`src/rtl/seg_pkg.sv`:
```
package seg_pkg;
  typedef struct packed {
    logic [31:0] base;
    logic [31:0] limit;
    logic        db;
    logic        nul;
  } seg_cache_t;

  localparam logic [31:0] REAL_LIMIT = 32'h0000_FFFF;

  function automatic seg_cache_t decode_desc(input logic [63:0] d);
    seg_cache_t c;
    logic [19:0] raw;
    raw     = {d[51:48], d[15:0]};
    c.base  = {d[63:56], d[39:16]};
    c.limit = d[55] ? {raw, 12'hFFF} : {12'h000, raw};
    c.db    = d[54];
    c.nul   = 1'b0;
    return c;
  endfunction

  function automatic seg_cache_t real_cache(input logic [15:0] sel);
    seg_cache_t c;
    c.base  = {12'h000, sel, 4'h0};
    c.limit = REAL_LIMIT;
    c.db    = 1'b0;
    c.nul   = 1'b0;
    return c;
  endfunction
endpackage

```
`src/rtl/seg_fetch.sv`:
```
module seg_fetch #(
  parameter int ADDR_W = 32,
  parameter int DATA_W = 32
) (
  input  logic                clk_i,
  input  logic                rst_ni,
  input  logic                start_i,
  input  logic [ADDR_W-1:0]   addr_i,
  output logic                mem_req_o,
  output logic [ADDR_W-1:0]   mem_addr_o,
  input  logic                mem_ready_i,
  input  logic [DATA_W-1:0]   mem_rdata_i,
  output logic                busy_o,
  output logic                done_o,
  output logic [2*DATA_W-1:0] desc_o
);
  localparam logic [ADDR_W-1:0] BEAT = ADDR_W'(DATA_W / 8);

  typedef enum logic [1:0] {F_IDLE, F_LO, F_HI} fst_e;
  fst_e              st_q;
  logic [ADDR_W-1:0] addr_q;
  logic [DATA_W-1:0] lo_q;

  always_ff @(posedge clk_i or negedge rst_ni) begin
    if (!rst_ni) begin
      st_q   <= F_IDLE;
      addr_q <= '0;
      lo_q   <= '0;
    end else begin
      case (st_q)
        F_IDLE: if (start_i) begin
          st_q   <= F_LO;
          addr_q <= addr_i;
        end
        F_LO: if (mem_ready_i) begin
          st_q   <= F_HI;
          lo_q   <= mem_rdata_i;
          addr_q <= addr_q + BEAT;
        end
        F_HI: if (mem_ready_i) st_q <= F_IDLE;
        default: st_q <= F_IDLE;
      endcase
    end
  end

  assign mem_req_o  = (st_q != F_IDLE);
  assign mem_addr_o = addr_q;
  assign busy_o     = mem_req_o;
  assign done_o     = (st_q == F_HI) && mem_ready_i;
  assign desc_o     = {mem_rdata_i, lo_q};

  assert_req_hold_R2: assert property (@(posedge clk_i) disable iff (!rst_ni)
    (mem_req_o && !mem_ready_i) |=> (mem_req_o && $stable(mem_addr_o)));
  assert_second_beat_R2: assert property (@(posedge clk_i) disable iff (!rst_ni)
    (st_q == F_LO && mem_ready_i) |=> (mem_req_o && mem_addr_o == $past(mem_addr_o) + BEAT));
endmodule

```
`src/rtl/seg_xlate.sv`:
```
module seg_xlate
  import seg_pkg::*;
(
  input  seg_cache_t  cache_i,
  input  logic [31:0] off_i,
  output logic [31:0] lin_addr_o,
  output logic        lim_fault_o,
  output logic        null_fault_o
);
  always_comb begin
    lin_addr_o   = cache_i.base + off_i;
    lim_fault_o  = off_i > cache_i.limit;
    null_fault_o = cache_i.nul;
  end
endmodule

```
`src/rtl/seg_reg_unit.sv`:
```
module seg_reg_unit
  import seg_pkg::*;
#(
  parameter int ADDR_W = 32
) (
  input  logic              clk_i,
  input  logic              rst_ni,
  input  logic              pe_i,
  input  logic              load_i,
  input  logic [15:0]       sel_i,
  input  logic [ADDR_W-1:0] gdt_base_i,
  input  logic [15:0]       gdt_limit_i,
  input  logic [ADDR_W-1:0] ldt_base_i,
  input  logic [15:0]       ldt_limit_i,
  output logic              mem_req_o,
  output logic [ADDR_W-1:0] mem_addr_o,
  input  logic              mem_ready_i,
  input  logic [31:0]       mem_rdata_i,
  output logic              busy_o,
  output logic              load_done_o,
  output logic              load_fault_o,
  output logic [15:0]       sel_o,
  output logic              db_o,
  input  logic [31:0]       off_i,
  output logic [31:0]       lin_addr_o,
  output logic              lim_fault_o,
  output logic              null_fault_o
);
  localparam int IDX_W = 13;

  seg_cache_t        cache_q;
  logic [15:0]       sel_q, pend_q;
  logic              done_q, fault_q;
  logic              accept, use_ldt, is_null, over_lim, start;
  logic [IDX_W-1:0]  idx;
  logic [ADDR_W-1:0] tbl_base, fetch_addr, last_byte, tbl_lim;
  logic              f_done;
  logic [63:0]       desc;

  assign accept     = load_i && !busy_o;
  assign idx        = sel_i[15:3];
  assign use_ldt    = sel_i[2];
  assign is_null    = !use_ldt && (idx == '0);
  assign tbl_base   = use_ldt ? ldt_base_i : gdt_base_i;
  assign tbl_lim    = ADDR_W'(use_ldt ? ldt_limit_i : gdt_limit_i);
  assign last_byte  = ADDR_W'({idx, 3'b111});
  assign over_lim   = last_byte > tbl_lim;
  assign fetch_addr = tbl_base + ADDR_W'({idx, 3'b000});
  assign start      = accept && pe_i && !is_null && !over_lim;

  seg_fetch #(.ADDR_W(ADDR_W), .DATA_W(32)) i_fetch (
    .clk_i       (clk_i),
    .rst_ni      (rst_ni),
    .start_i     (start),
    .addr_i      (fetch_addr),
    .mem_req_o   (mem_req_o),
    .mem_addr_o  (mem_addr_o),
    .mem_ready_i (mem_ready_i),
    .mem_rdata_i (mem_rdata_i),
    .busy_o      (busy_o),
    .done_o      (f_done),
    .desc_o      (desc)
  );

  always_ff @(posedge clk_i or negedge rst_ni) begin
    if (!rst_ni) begin
      cache_q <= real_cache(16'h0000);
      sel_q   <= '0;
      pend_q  <= '0;
      done_q  <= 1'b0;
      fault_q <= 1'b0;
    end else begin
      done_q  <= 1'b0;
      fault_q <= 1'b0;
      if (accept) begin
        if (!pe_i) begin
          cache_q <= real_cache(sel_i);
          sel_q   <= sel_i;
          done_q  <= 1'b1;
        end else if (is_null) begin
          cache_q <= '{base: '0, limit: '0, db: 1'b0, nul: 1'b1};
          sel_q   <= sel_i;
          done_q  <= 1'b1;
        end else if (over_lim) begin
          fault_q <= 1'b1;
        end else begin
          pend_q  <= sel_i;
        end
      end
      if (f_done) begin
        if (desc[47]) begin
          cache_q <= decode_desc(desc);
          sel_q   <= pend_q;
          done_q  <= 1'b1;
        end else begin
          fault_q <= 1'b1;
        end
      end
    end
  end

  seg_xlate i_xlate (
    .cache_i      (cache_q),
    .off_i        (off_i),
    .lin_addr_o   (lin_addr_o),
    .lim_fault_o  (lim_fault_o),
    .null_fault_o (null_fault_o)
  );

  assign load_done_o  = done_q;
  assign load_fault_o = fault_q;
  assign sel_o        = sel_q;
  assign db_o         = cache_q.db;

  assert_done_pulse_R10: assert property (@(posedge clk_i) disable iff (!rst_ni)
    load_done_o |=> !load_done_o);
  assert_done_fault_excl_R10: assert property (@(posedge clk_i) disable iff (!rst_ni)
    !(load_done_o && load_fault_o));
  assert_real_no_read_R1: assert property (@(posedge clk_i) disable iff (!rst_ni)
    (load_i && !busy_o && !pe_i) |=> (!mem_req_o && load_done_o));
  assert_fault_keeps_cache_R7: assert property (@(posedge clk_i) disable iff (!rst_ni)
    load_fault_o |-> ($stable(lin_addr_o) || !$stable(off_i)) && $stable(sel_o));
endmodule

```
`config.mk`:
```
export PLATFORM = sky130hd
export DESIGN_NAME = seg_reg_unit
export DESIGN_NICKNAME = d
export VERILOG_FILES = /design/src/rtl/seg_pkg.sv /design/src/rtl/seg_fetch.sv /design/src/rtl/seg_xlate.sv /design/src/rtl/seg_reg_unit.sv
export SDC_FILE = /design/constraint.sdc
export NUM_CORES = 1
export LEC_CHECK = 0
export BUFFER_PORTS_ARGS = -buffer_cell sky130_fd_sc_hd__clkbuf_2
export CORE_MARGIN = 2
export CORE_UTILIZATION = 45
export DETAILED_ROUTE_END_ITERATION = 12
export PLACE_DENSITY_LB_ADDON = 0.15
export SLEW_MARGIN = 20
export SYNTH_ARGS = -nofsm -noshare
export SYNTH_HDL_FRONTEND = slang
export SYNTH_SLANG_ARGS = --single-unit
export TNS_END_PERCENT = 20
```
`constraint.sdc`:
```
create_clock -name clk_i -period 2.96 [get_ports clk_i]
set_clock_uncertainty 0.1 [all_clocks]
set_input_delay 0.592 -clock clk_i [delete_from_list [all_inputs] [get_ports clk_i]]
set_output_delay 0.592 -clock clk_i [all_outputs]
set_load 0.02 [all_outputs]
```
=== Yosys cells after proc, flatten, opt, wreduce, memory -nomap -nowiden ===
Index checks and enable logic that the tools add are counted.

* Register bits after elaboration: 166
* Input bits: 181
* Output and inout bits: 87
* Logic and storage cells: 72

* Add/subtract/negate cells: 3
* $lt $le $gt $ge: 2
* Equal/unequal tests: 5
* Mux-type cells: 31
* Bitwise logic cells: 2
* Reduce and logical (&&, ||, !) cells: 18

{| class="wikitable"
|+ Operators with widths
! cell !! number
|-
| 2-to-1 mux 66 bit || 5
|-
| 2-to-1 mux 32 bit || 4
|-
| 2-to-1 mux 16 bit || 6
|-
| one-hot mux 32 bit (2 select lines) || 1
|-
| adder 32 x 16 -> 32 bit || 1
|-
| adder 32 x 3 -> 32 bit, second input constant || 1
|-
| adder 32 bit || 1
|-
| > comparator 32 bit || 1
|-
| > comparator 16 bit || 1
|-
| zero test 13 bit || 1
|-
| 2-to-1 mux 1 bit || 11
|-
| logical AND 1 bit || 6
|-
| 2-to-1 mux 2 bit || 3
|-
| one-hot mux 2 bit (3 select lines) || 1
|-
| AND reduction 3 bit || 2
|-
| zero test 1 bit || 4
|-
| != test 2 bit, second input constant || 2
|-
| AND reduction 4 bit || 1
|-
| nonzero test 2 bit || 2
|-
| == test 2 x 1 -> 1 bit, second input constant || 1
|-
| == test 2 bit, second input constant || 1
|-
| zero test 2 bit || 1
|-
| != test 2 x 1 -> 1 bit, second input constant || 1
|-
| inverter 1 bit || 2
|-
| AND reduction 2 bit || 1
|}

=== Logic depth before layout (Yosys ltp) ===
Gate-level depths: netlist (run 1).

* Word-level depth: 8
* Depth in mapped cells: 16

=== By module ===
Synthesis (run 1) repeated with hierarchy kept, for this count alone.

* Cell total of the unflattened synthesis: 1,363
* Area, all modules: 12,340.6 µm²

{| class="wikitable"
|+ By module, submodules not included
! module !! times used !! cells an instance !! area an instance (µm²)
|-
| seg_reg_unit || 1 || 641 || 6,128.4
|-
| seg_fetch || 1 || 377 || 3,778.6
|-
| seg_xlate || 1 || 345 || 2,433.6
|}

=== Least setup slack after synthesis (run 1) ===
No wires, ideal clock.

* Path kind: in2reg
* Start: input port sel_i[2]
* End: register i_fetch.addr_q[13] (netlist: i_fetch.mem_addr_o[13])
* Library setup time: 129 ps
* Arrival: 3,716 ps
* Required time: 2,731 ps
* Slack: -985 ps
* Cell stages on the path: 15
* Path buffers: 5
* Cell sequence: buf_6 buf_2 buf_2 buf_2 buf_2 mux2_2 ha_1 fa_1 a211oi_1 nor2_1 o21a_1 o41ai_1 o21ai_0 a32oi_1 o21ai_0

* Word-level cells in the longest chain between the ends: 7

{| class="wikitable"
|+ RTL lines
! what !! line !! text
|-
| start, declared || seg_reg_unit.sv:10 || <nowiki>input logic [15:0] sel_i,</nowiki>
|-
| branches (longest 7 deep; another with adder 32 x 16 -> 32 bit) || -- ||
|-
| end signal, assigned || seg_fetch.sv:33 || <nowiki>addr_q <= addr_i;</nowiki>
|-
| end signal, assigned || seg_fetch.sv:38 || <nowiki>addr_q <= addr_q + BEAT;</nowiki>
|-
| end, declared || seg_fetch.sv:21 || <nowiki>logic [ADDR_W-1:0] addr_q;</nowiki>
|}

Parallel ways; which one is timed is not known. The select of a mux whose other input is x is not followed.
A chain may end at the register's enable or synchronous reset.

=== Final worst setup path (run 1) ===
* Start: register cache_q[34] in the netlist's numbering
* End: output port lin_addr_o[30]

* Word-level cells in the longest chain between the ends: 1

{| class="wikitable"
|+ RTL lines
! what !! line !! text
|-
| start, declared || seg_reg_unit.sv:31 || <nowiki>seg_cache_t cache_q;</nowiki>
|-
| start signal, assigned || seg_reg_unit.sv:67 || <nowiki>cache_q <= real_cache(16'h0000);</nowiki>
|-
| start signal, assigned || seg_reg_unit.sv:77 || <nowiki>cache_q <= real_cache(sel_i);</nowiki>
|-
| start signal, assigned || seg_reg_unit.sv:81 || <nowiki>cache_q <= '{base: '0, limit: '0, db: 1'b0, nul: 1'b1};</nowiki>
|-
| adder 32 bit || seg_xlate.sv:11 || <nowiki>lin_addr_o = cache_i.base + off_i;</nowiki>
|-
| end, declared || seg_reg_unit.sv:25 || <nowiki>output logic [31:0] lin_addr_o,</nowiki>
|}

Every way passes these cells.

==> flow_summary.json, run 1 <==
{
  "outcome": "finished with violations",
  "violations": "negative setup slack",
  "maxCapViolCount": 0,
  "final_common_cell": "clkbuf_2",
  "gp_congestion": 0.890,
  "dr.pass1.iters": 5,
  "synth_top_area_cell": "dfrtp_1",
  "die_width_microns": 165,
  "arrival_ns": 2.95,
  "antenna_found_initial": 2,
  "reg2reg_from": "i_fetch.mem_addr_o[2]$_DFFE_PN0P_",
  "cts_made_buffers": 17,
  "cts_root_buf": "clkbuf_16",
  "synth_seq_cells": 166,
  "area_growth_pct": 36.3,
  "fin_crit_ns": 3.64,
  "critical_path_depth": 11,
  "rr_worst_depth": 8,
  "synth_ff_type": "dfrtp_1",
  "vias": 11700,
  "avgSynthCellArea_sq_um": 8.89,
  "htreeDepth": 4,
  "hold_buffers": 0,
  "endpoint": "lin_addr_o[30]",
  "avgRoutedWirePerCell_microns": 18.0,
  "rrSetupSlack_ns": 0.48,
  "synthDistinctLibCells": 74,
  "clock_sinks": 166,
  "syn_nets": 1590,
  "rows": 59,
  "worstPathRequired_ns": 2.27,
  "clk_pin_slew_ns": 0.07,
  "crit_path_end_kind": "output pin",
  "cp_cell_sequence": "ha_2, inv_1, fa_2, nor2b_4, o31ai_2, a221o_1, a21oi_2, o2111ai_2, a31oi_1, xor2_1, buf_4",
  "worst-path-buf-inv": 2,
  "setup_ws_ns": -0.678,
  "rsz0062_at_grt": "true",
  "die_h_microns": 165,
  "grt_max_degree": 66,
  "highest_layer": "met4",
  "startpoint_type": "flip-flop",
  "cts_tree": "done",
  "fmax_mhz": 275,
  "initial_core_util_pct": 45.3,
  "cts_buffer_depth": 2,
  "first_global_vias": 11200,
  "wl_met2_microns": 18800,
  "synth_top_cell_area_share_pct": 32.1,
  "fin_crit_sh_pct": 123,
  "overflow": 0,
  "synth_area_leaders": "dfrtp_1, ha_1, a21oi_1",
  "r2r_end": "i_fetch.mem_addr_o[30]$_DFFE_PN0P_",
  "hpwl_microns": 29500,
  "drive_above_1_share_pct": 37.2,
  "total_power_mw": 11.7,
  "max-slew-margin-rel_pct": 44.5,
  "final_cell_mix": "clkbuf_2, buf_4, dfrtp_1",
  "core_sq_um": 25800,
  "crit_family": "compound AO/OA/AOI/OAI gates",
  "m1WireLength_microns": 16200,
  "synth_edf_count": 0,
  "ios": 268,
  "hold_viol_final": 0,
  "slowest_stage": "dfrtp_1",
  "first_iter_violations": 738,
  "seq_area_frac_synth_pct": 35.6,
  "slowest_delay_ns": 0.41,
  "via_per_inst": 5.60,
  "port_buffers": 267,
  "slew_violations": 0,
  "worst_pin_slew_ns": 0.832,
  "grt_pass1_wl_microns": 58400,
  "critical_path.max_fanout": 2,
  "drc": 0,
  "insertion_delay_ns": 0.43,
  "fin_nets": 2016,
  "crit_start": "cache_q[34]$_DFF_PN0_",
  "ir_drop_uv": 586,
  "power.leakage_nw": 7.87,
  "critPathKind": "flip-flop to output pin",
  "hold_class": "primary input to async pin",
  "routed_wl_microns": 37700,
  "finalSetupViolCount": 27,
  "dieArea_sq_um": 27300,
  "pre_cts_slack_ns": -0.709,
  "antenna_left": 0,
  "wl_met3_microns": 1760,
  "ys_async_sr_fraction_pct": 100,
  "syn_area_sq_um": 11700,
  "netlist_instances": 1317,
  "p_per_area_nw_per_um2": 733,
  "yosys_warnings": 0,
  "track_usage_pct": 27.5
}
flip-flops by register name (all words and copies together), names as in the netlist:
register and flops:
i_fetch.mem_addr_o 32, i_fetch.lo_q 32, load_done_o 1, pend_q 16, db_o 1, i_fetch.st_q 2, sel_o 16, load_fault_o 1
cache_q 65
worst min-delay path by stage:
| stage | cells after the start | start | end |
|---|---|---|---|
| after global routing | 1 | rst_ni | pend_q[13]$_DFFE_PN0P_ |
| final | 1 | rst_ni | i_fetch.lo_q[21]$_DFFE_PN0P_ |
| after detailed placement | 2 | i_fetch.lo_q[16]$_DFFE_PN0P_ | cache_q[34]$_DFF_PN0_ |
| after global placement | 2 | pend_q[0]$_DFFE_PN0P_ | sel_o[0]$_DFF_PN0_ |
| after floorplan | 0 | rst_ni | cache_q[0]$_DFF_PN0_ |
| after CTS | 1 | rst_ni | i_fetch.lo_q[20]$_DFFE_PN0P_ |
Yosys cell counts (all sizes together) (31+ instances only):
library cell    n
mux2           62
nand2         138
ha             90
mux2i          32
a21o           31
nand3          64
nor2           88
o21ai          79
dfrtp         150
a21oi         115
clkbuf         49
inv            56
repair_timing:
item | CTS | global route
setup buffers | 5 | 1
setup endpoints to repair | 28 | 58
gates resized for setup | 53 | 58
pin swaps | 21 | 20
metal layers:
metal	vias to the layer above	track usage [%]
met5	-	0
met4	0	9.25
met3	44	3.67
met2	351	47.4
met1	5624	35.7
li1	5684	-
cells by family (layout without fill, tap and decap cells):
logic type,after synthesis,count (layout),synth area share [%]
muxes,94,94,8.70
buffers and inverters,127,565,4.40
and+or+nand+nor,423,423,17.2
adders and majority gates,92,92,9.96
other,0,1,0
DFF,166,166,35.6
xor gates and xnor gates,45,45,3.37
AOI/OAI and AO/OA,370,370,20.7
layout make-up:
cell class | instances | area [sq um]
Fill cell | 2327 | 9880
Multi-Input combinational cell | 1024 | 7480
Sequential cell | 166 | 4170
Timing Repair Buffer | 478 | 3130
Clock buffer | 18 | 429
Tap cell | 335 | 419
Inverter | 56 | 210
Clock inverter | 13 | 114
Antenna cell | 1 | 2.50
per-stage QoR:
step,area [sq um],hold slack [ns],utilization (%),cells,TNS (ns)
final,16000,0.0186,61.7,2091,-12.13
after global routing,16000,0.0463,61.7,2090,-16.20
after CTS,15800,0.0323,61.2,2090,-13.45
after detailed placement,15000,0.351,58.1,2054,-27.13
after global placement,15000,0.356,58.1,2054,-24.34
after floorplan,12000,0.196,-,1317,-16.18
power breakdown:
group	internal, mW	switching [mW]	total (mW)
sequential	3.09	0.743	3.83
clock	1.10	0.986	2.08
combinational	2.71	3.06	5.77
(Power assumes the default switching activity.)
==> inputs of run 2 (changes only) <==
CORE_UTILIZATION = 40   (was 45)
clock period = 3.3 ns   (was 2.96 ns; I/O delays follow)
==> flow_summary.json, run 2 (same netlist as run 1, synthesis figures left out) <==
{
  "reg2reg_from": "i_fetch.mem_addr_o[2]$_DFFE_PN0P_",
  "p_switching_mw": 4.39,
  "seqPwrFrac_pct": 32.4,
  "hpwl_microns": 30800,
  "clk_pin_slew_ns": 0.07,
  "ios": 268,
  "post-place-cells": 2078,
  "rrSetupSlack_ns": 0.80,
  "die_h_microns": 175,
  "worstPathRequired_ns": 2.54,
  "holdWs_ns": 0.134,
  "rows": 62,
  "avgRoutedWirePerCell_microns": 18.5,
  "violations": "negative setup slack",
  "ir_drop_uv": 419,
  "dr.pass1.iters": 5,
  "rsz0062_at_grt": "true",
  "grt_max_degree": 67,
  "fmax_mhz": 267,
  "antenna_found_initial": 2,
  "track_usage_pct": 25.5,
  "pre_cts_slack_ns": -0.579,
  "wl_met3_microns": 1810,
  "outcome": "finished with violations",
  "startpoint_type": "flip-flop",
  "m1WireLength_microns": 17400,
  "cts_made_buffers": 17,
  "slowest_delay_ns": 0.41,
  "grt_pass1_wl_microns": 61300,
  "highest_layer": "met4",
  "cts_root_buf": "clkbuf_16",
  "max-slew-margin-rel_pct": 44.3,
  "drive_above_1_share_pct": 36.3,
  "fin_crit_ns": 3.74,
  "wl_met2_microns": 19300,
  "hold_viol_final": 0,
  "cell_internal_pwr_mw": 6.22,
  "final_cell_mix": "clkbuf_2, buf_4, dfrtp_1",
  "r2r_end": "i_fetch.mem_addr_o[31]$_DFFE_PN0P_",
  "fin_cells": 2120,
  "area_growth_pct": 35.3,
  "vias": 11500,
  "routed_wl_microns": 39200,
  "slowest_stage": "dfrtp_1",
  "arrival_ns": 2.98,
  "comb_power_share_pct": 47.9,
  "crit_path_end_kind": "output pin",
  "rr_worst_depth": 7,
  "cp_cell_sequence": "ha_2, inv_2, fa_2, nor2b_2, o31ai_2, a221o_1, a21oi_2, o2111ai_2, a31oi_2, xor2_2, clkbuf_8",
  "drc": 0,
  "initial_core_util_pct": 40.7,
  "critical_path.max_fanout": 2,
  "p_per_area_nw_per_um2": 670,
  "largest_register": "cache_q",
  "htreeDepth": 4,
  "dieArea_sq_um": 30700,
  "final_common_cell": "clkbuf_2",
  "p_clk_share_pct": 19.7,
  "antenna_left": 0,
  "port_buffers": 267,
  "clock_sinks": 166,
  "fin_crit_sh_pct": 113,
  "hold_class": "primary input to async pin",
  "setup_ws_ns": -0.440,
  "slew_violations": 0,
  "worst_pin_slew_ns": 0.836,
  "power.leakage_nw": 7.77,
  "cts_buffer_depth": 2,
  "finalSetupViolCount": 23,
  "core_sq_um": 28800,
  "maxCapViolCount": 0,
  "largest_register_ffs": 65,
  "cts_tree": "done",
  "insertion_delay_ns": 0.43,
  "first_iter_violations": 779,
  "die_width_microns": 175,
  "critPathKind": "flip-flop to output pin",
  "p_sw_share_pct": 41.4,
  "via_per_inst": 5.43,
  "gp_congestion": 0.879,
  "overflow": 0,
  "fin_nets": 1994,
  "first_global_vias": 11200
}
==> run 2: changes by cell type in the layout (fill, tap and decap cells not counted), sizes merged <==
cell | previous run | this run
buf | 237 | 213
clkinv | 4 | 7
bufinv | 0 | 1
clkbuf | 259 | 260
clkinvlp | 1 | 0
diode | 1 | 2
inv | 64 | 63
==> run 2: timing repair <==
item                                    4_1_cts  5_1_grt
pin swaps                                    13       15
hold buffers                                  0        0
endpoints found under the setup margin       27       27
buffers inserted                              6        2
gates resized for setup                      37       55
==> run 2: metrics by stage <==
stage / utilization, % / power [mW] / setup TNS (ns) / cell area (sq um)
CTS: 54.4 / 10.5 / -7.06 / 15700
detailed placement: 51.6 / 8.25 / -9.51 / 14900
global route: 55.0 / 11.3 / -8.72 / 15800
floorplan: - / 6.17 / -3.36 / 12000
global placement: 51.6 / 8.16 / -8.98 / 14900
finish: 55.0 / 10.6 / -5.27 / 15800
==> run 2: how the worst max path moves through the flow <==
stage | from | to | slack [ns] | cells after the start
final | cache_q[34]$_DFF_PN0_ | lin_addr_o[30] | -0.44 | 11
after global routing | cache_q[35]$_DFF_PN0_ | lin_addr_o[30] | -0.59 | 11
after CTS | cache_q[37]$_DFF_PN0_ | lin_addr_o[31] | -0.50 | 11
after detailed placement | off_i[0] | lin_addr_o[30] | -0.58 | 12
after global placement | off_i[0] | lin_addr_o[30] | -0.56 | 12
after floorplan | off_i[16] | lin_addr_o[25] | -0.20 | 9
==> run 2: cell type report <==
class                   count  area (sq um)
diodes                      2          5.00
clock buffers              17           425
clock inverters            15           203
fillers                  2693         12900
inverters                  56           210
multi-input cells        1024          7430
flip-flops and latches    166          4170
well taps                 384           480
repair buffers            456          2920
==> run 2: worst max-delay path, delay by kind of cell, from the launching register on <==
family	cells	cell delay, ns
simple gates	1	0.15
buf+inv	2	0.20
xor+xnor	1	0.17
fa+ha+maj	2	0.55
flops	1	0.41
compound gates	5	1.07
==> run 2: routing by layer <==
layer	global-route usage, %	vias up
li1	-	5645
met2	43.3	324
met4	6.84	0
met5	0	-
met1	34.0	5521
met3	3.46	29
==> run 2: power groups by stage <==
stage / Sequential, mW / Clock (mW) / Combinational, mW
5_1_grt: 3.53 / 2.21 / 5.56
2_1_floorplan: 3.53 / 0 / 2.63
3_5_place_dp: 3.46 / 0 / 4.79
3_3_place_gp: 3.44 / 0 / 4.72
4_1_cts: 3.43 / 2.12 / 4.92
6_report: 3.44 / 2.09 / 5.09
==> inputs of run 3 (changes only) <==
SYNTH_HIERARCHICAL = 1   (was default)
==> flow_summary.json, run 3 <==
{
  "avgRoutedWirePerCell_microns": 19.4,
  "post-place-cells": 2097,
  "die_h_microns": 179,
  "largest_register_ffs": 65,
  "grt_max_degree": 65,
  "rows": 64,
  "fillerInstances": 2935,
  "core_sq_um": 30400,
  "dieArea_sq_um": 32100,
  "yosys_warnings": 6,
  "die_width_microns": 179,
  "worstPathRequired_ns": 2.54,
  "finalSetupTns_ns": -3.66,
  "arrival_ns": 3.01,
  "clk_pin_slew_ns": 0.08,
  "initial_core_util_pct": 40.3,
  "drive_above_1_share_pct": 36.7,
  "gp_congestion": 0.911,
  "rsz0062_at_grt": "true",
  "pre_cts_slack_ns": -0.687,
  "hold_class": "primary input to async pin",
  "largest_register": "cache_q",
  "syn_area_sq_um": 12300,
  "worst_pin_slew_ns": 0.818,
  "ir_drop_uv": 369,
  "grt_pass1_wl_microns": 63900,
  "finalSetupViolCount": 17,
  "critPathKind": "flip-flop to output pin",
  "cts_buffer_depth": 2,
  "track_usage_pct": 25.8,
  "fin_area_sq_um": 16200,
  "final_cell_mix": "clkbuf_2, buf_4, dfrtp_1",
  "area_growth_pct": 31.9,
  "fmax_mhz": 265,
  "slew_violations": 0,
  "max-slew-margin-rel_pct": 44.9,
  "cts_tree": "done",
  "first_global_vias": 11300,
  "placed_cell_area_sq_um": 15100,
  "final_common_cell": "clkbuf_2",
  "holdWs_ns": 0.0878,
  "avgSynthCellArea_sq_um": 9.06,
  "insertion_delay_ns": 0.44,
  "hpwl_microns": 32100,
  "p_per_area_nw_per_um2": 823,
  "overflow": 0,
  "cts_root_buf": "clkbuf_16",
  "dr.pass1.iters": 7,
  "cts_made_buffers": 17,
  "vias": 12100,
  "clock_sinks": 166,
  "ios": 268,
  "fin_nets": 1998,
  "syn_nets": 1627,
  "routed_wl_microns": 41500,
  "fin_crit_sh_pct": 114,
  "drc": 0,
  "hold_buffers": 0,
  "setup_ws_ns": -0.467,
  "maxCapViolCount": 0,
  "power.leakage_nw": 7.78,
  "violations": "negative setup slack",
  "netlist_instances": 1354,
  "hold_viol_final": 0,
  "fin_crit_ns": 3.77,
  "antenna_found_initial": 3,
  "outcome": "finished with violations",
  "critical_path.max_fanout": 3,
  "fin_cells": 2136,
  "startpoint_type": "flip-flop",
  "port_buffers": 267,
  "crit_path_end_kind": "output pin",
  "htreeDepth": 4,
  "antenna_left": 0,
  "first_iter_violations": 806,
  "via_per_inst": 5.65
}
-- run 3: worst paths after layout --
check,slack (ns),endpoint,start,cells past startpoint
min in group clk_i,0.35,i_fetch/lo_q[9]$_DFFE_PN0P_,mem_rdata_i[9],2
max,-0.47,lin_addr_o[30],cache_q[34]$_DFF_PN0_,10
max in group asynchronous,2.18,cache_q[11]$_DFF_PN1_,rst_ni,2
max reg2reg,0.66,i_fetch/mem_addr_o[1]$_DFFE_PN0P_,i_fetch/st_q[1]$_DFFE_PN0P_,9
min reg2reg,0.37,cache_q[6]$_DFF_PN1_,cache_q[6]$_DFF_PN1_,2
min,0.09,cache_q[62]$_DFF_PN0_,rst_ni,1
-- run 3: cell type report --
cell class | instances | area [sq um] | share of cell area (%)
clock inverters | 15 | 199 | 1.23
multi-input cells | 1026 | 7790 | 48.1
flip-flops and latches | 166 | 4170 | 25.8
well taps | 396 | 495 | 3.06
diodes | 2 | 5.00 | 0.0309
clock buffers | 17 | 425 | 2.63
repair buffers | 448 | 2850 | 17.6
inverters | 66 | 248 | 1.53
-- run 3: per-layer routing --
layer | wire, microns | up-vias | global-route usage, %
met5 | 13 | - | 0
met4 | 615 | 2 | 5.28
met3 | 2450 | 39 | 3.99
met2 | 18300 | 423 | 39.6
met1 | 20100 | 5822 | 38.3
li1 | - | 5773 | -
-- run 3: repair_timing --
| action | in CTS | in global routing |
|---|---|---|
| pin swaps | 13 | 18 |
| gates resized for setup | 35 | 70 |
| setup endpoints to repair | 25 | 30 |
| setup buffers | 3 | 2 |
-- run 3: worst max-delay path, cell delays in order, from the launching register on --
cell      delay [ns]
dfrtp_1         0.39
ha_2            0.19
fa_2            0.34
a21o_1          0.21
a31oi_4         0.21
o211ai_2        0.14
a41o_1          0.23
a211o_4         0.36
a31oi_2         0.18
xnor2_1         0.14
buf_4           0.16
-- run 3: per-stage QoR --
step,total power [mW],utilization (%)
floorplan,7.96,-
global placement,10.6,49.7
detailed placement,10.6,49.7
CTS,13.0,52.3
global route,14.2,53.2
finish,13.3,53.2
-- run 3: where the power goes --
group	switching [mW]	leakage, nW	total (mW)	internal [mW]
sequential	0.869	2.02	3.83	2.96
combinational	4.13	5.46	7.40	3.27
clock	1.05	0.301	2.09	1.04
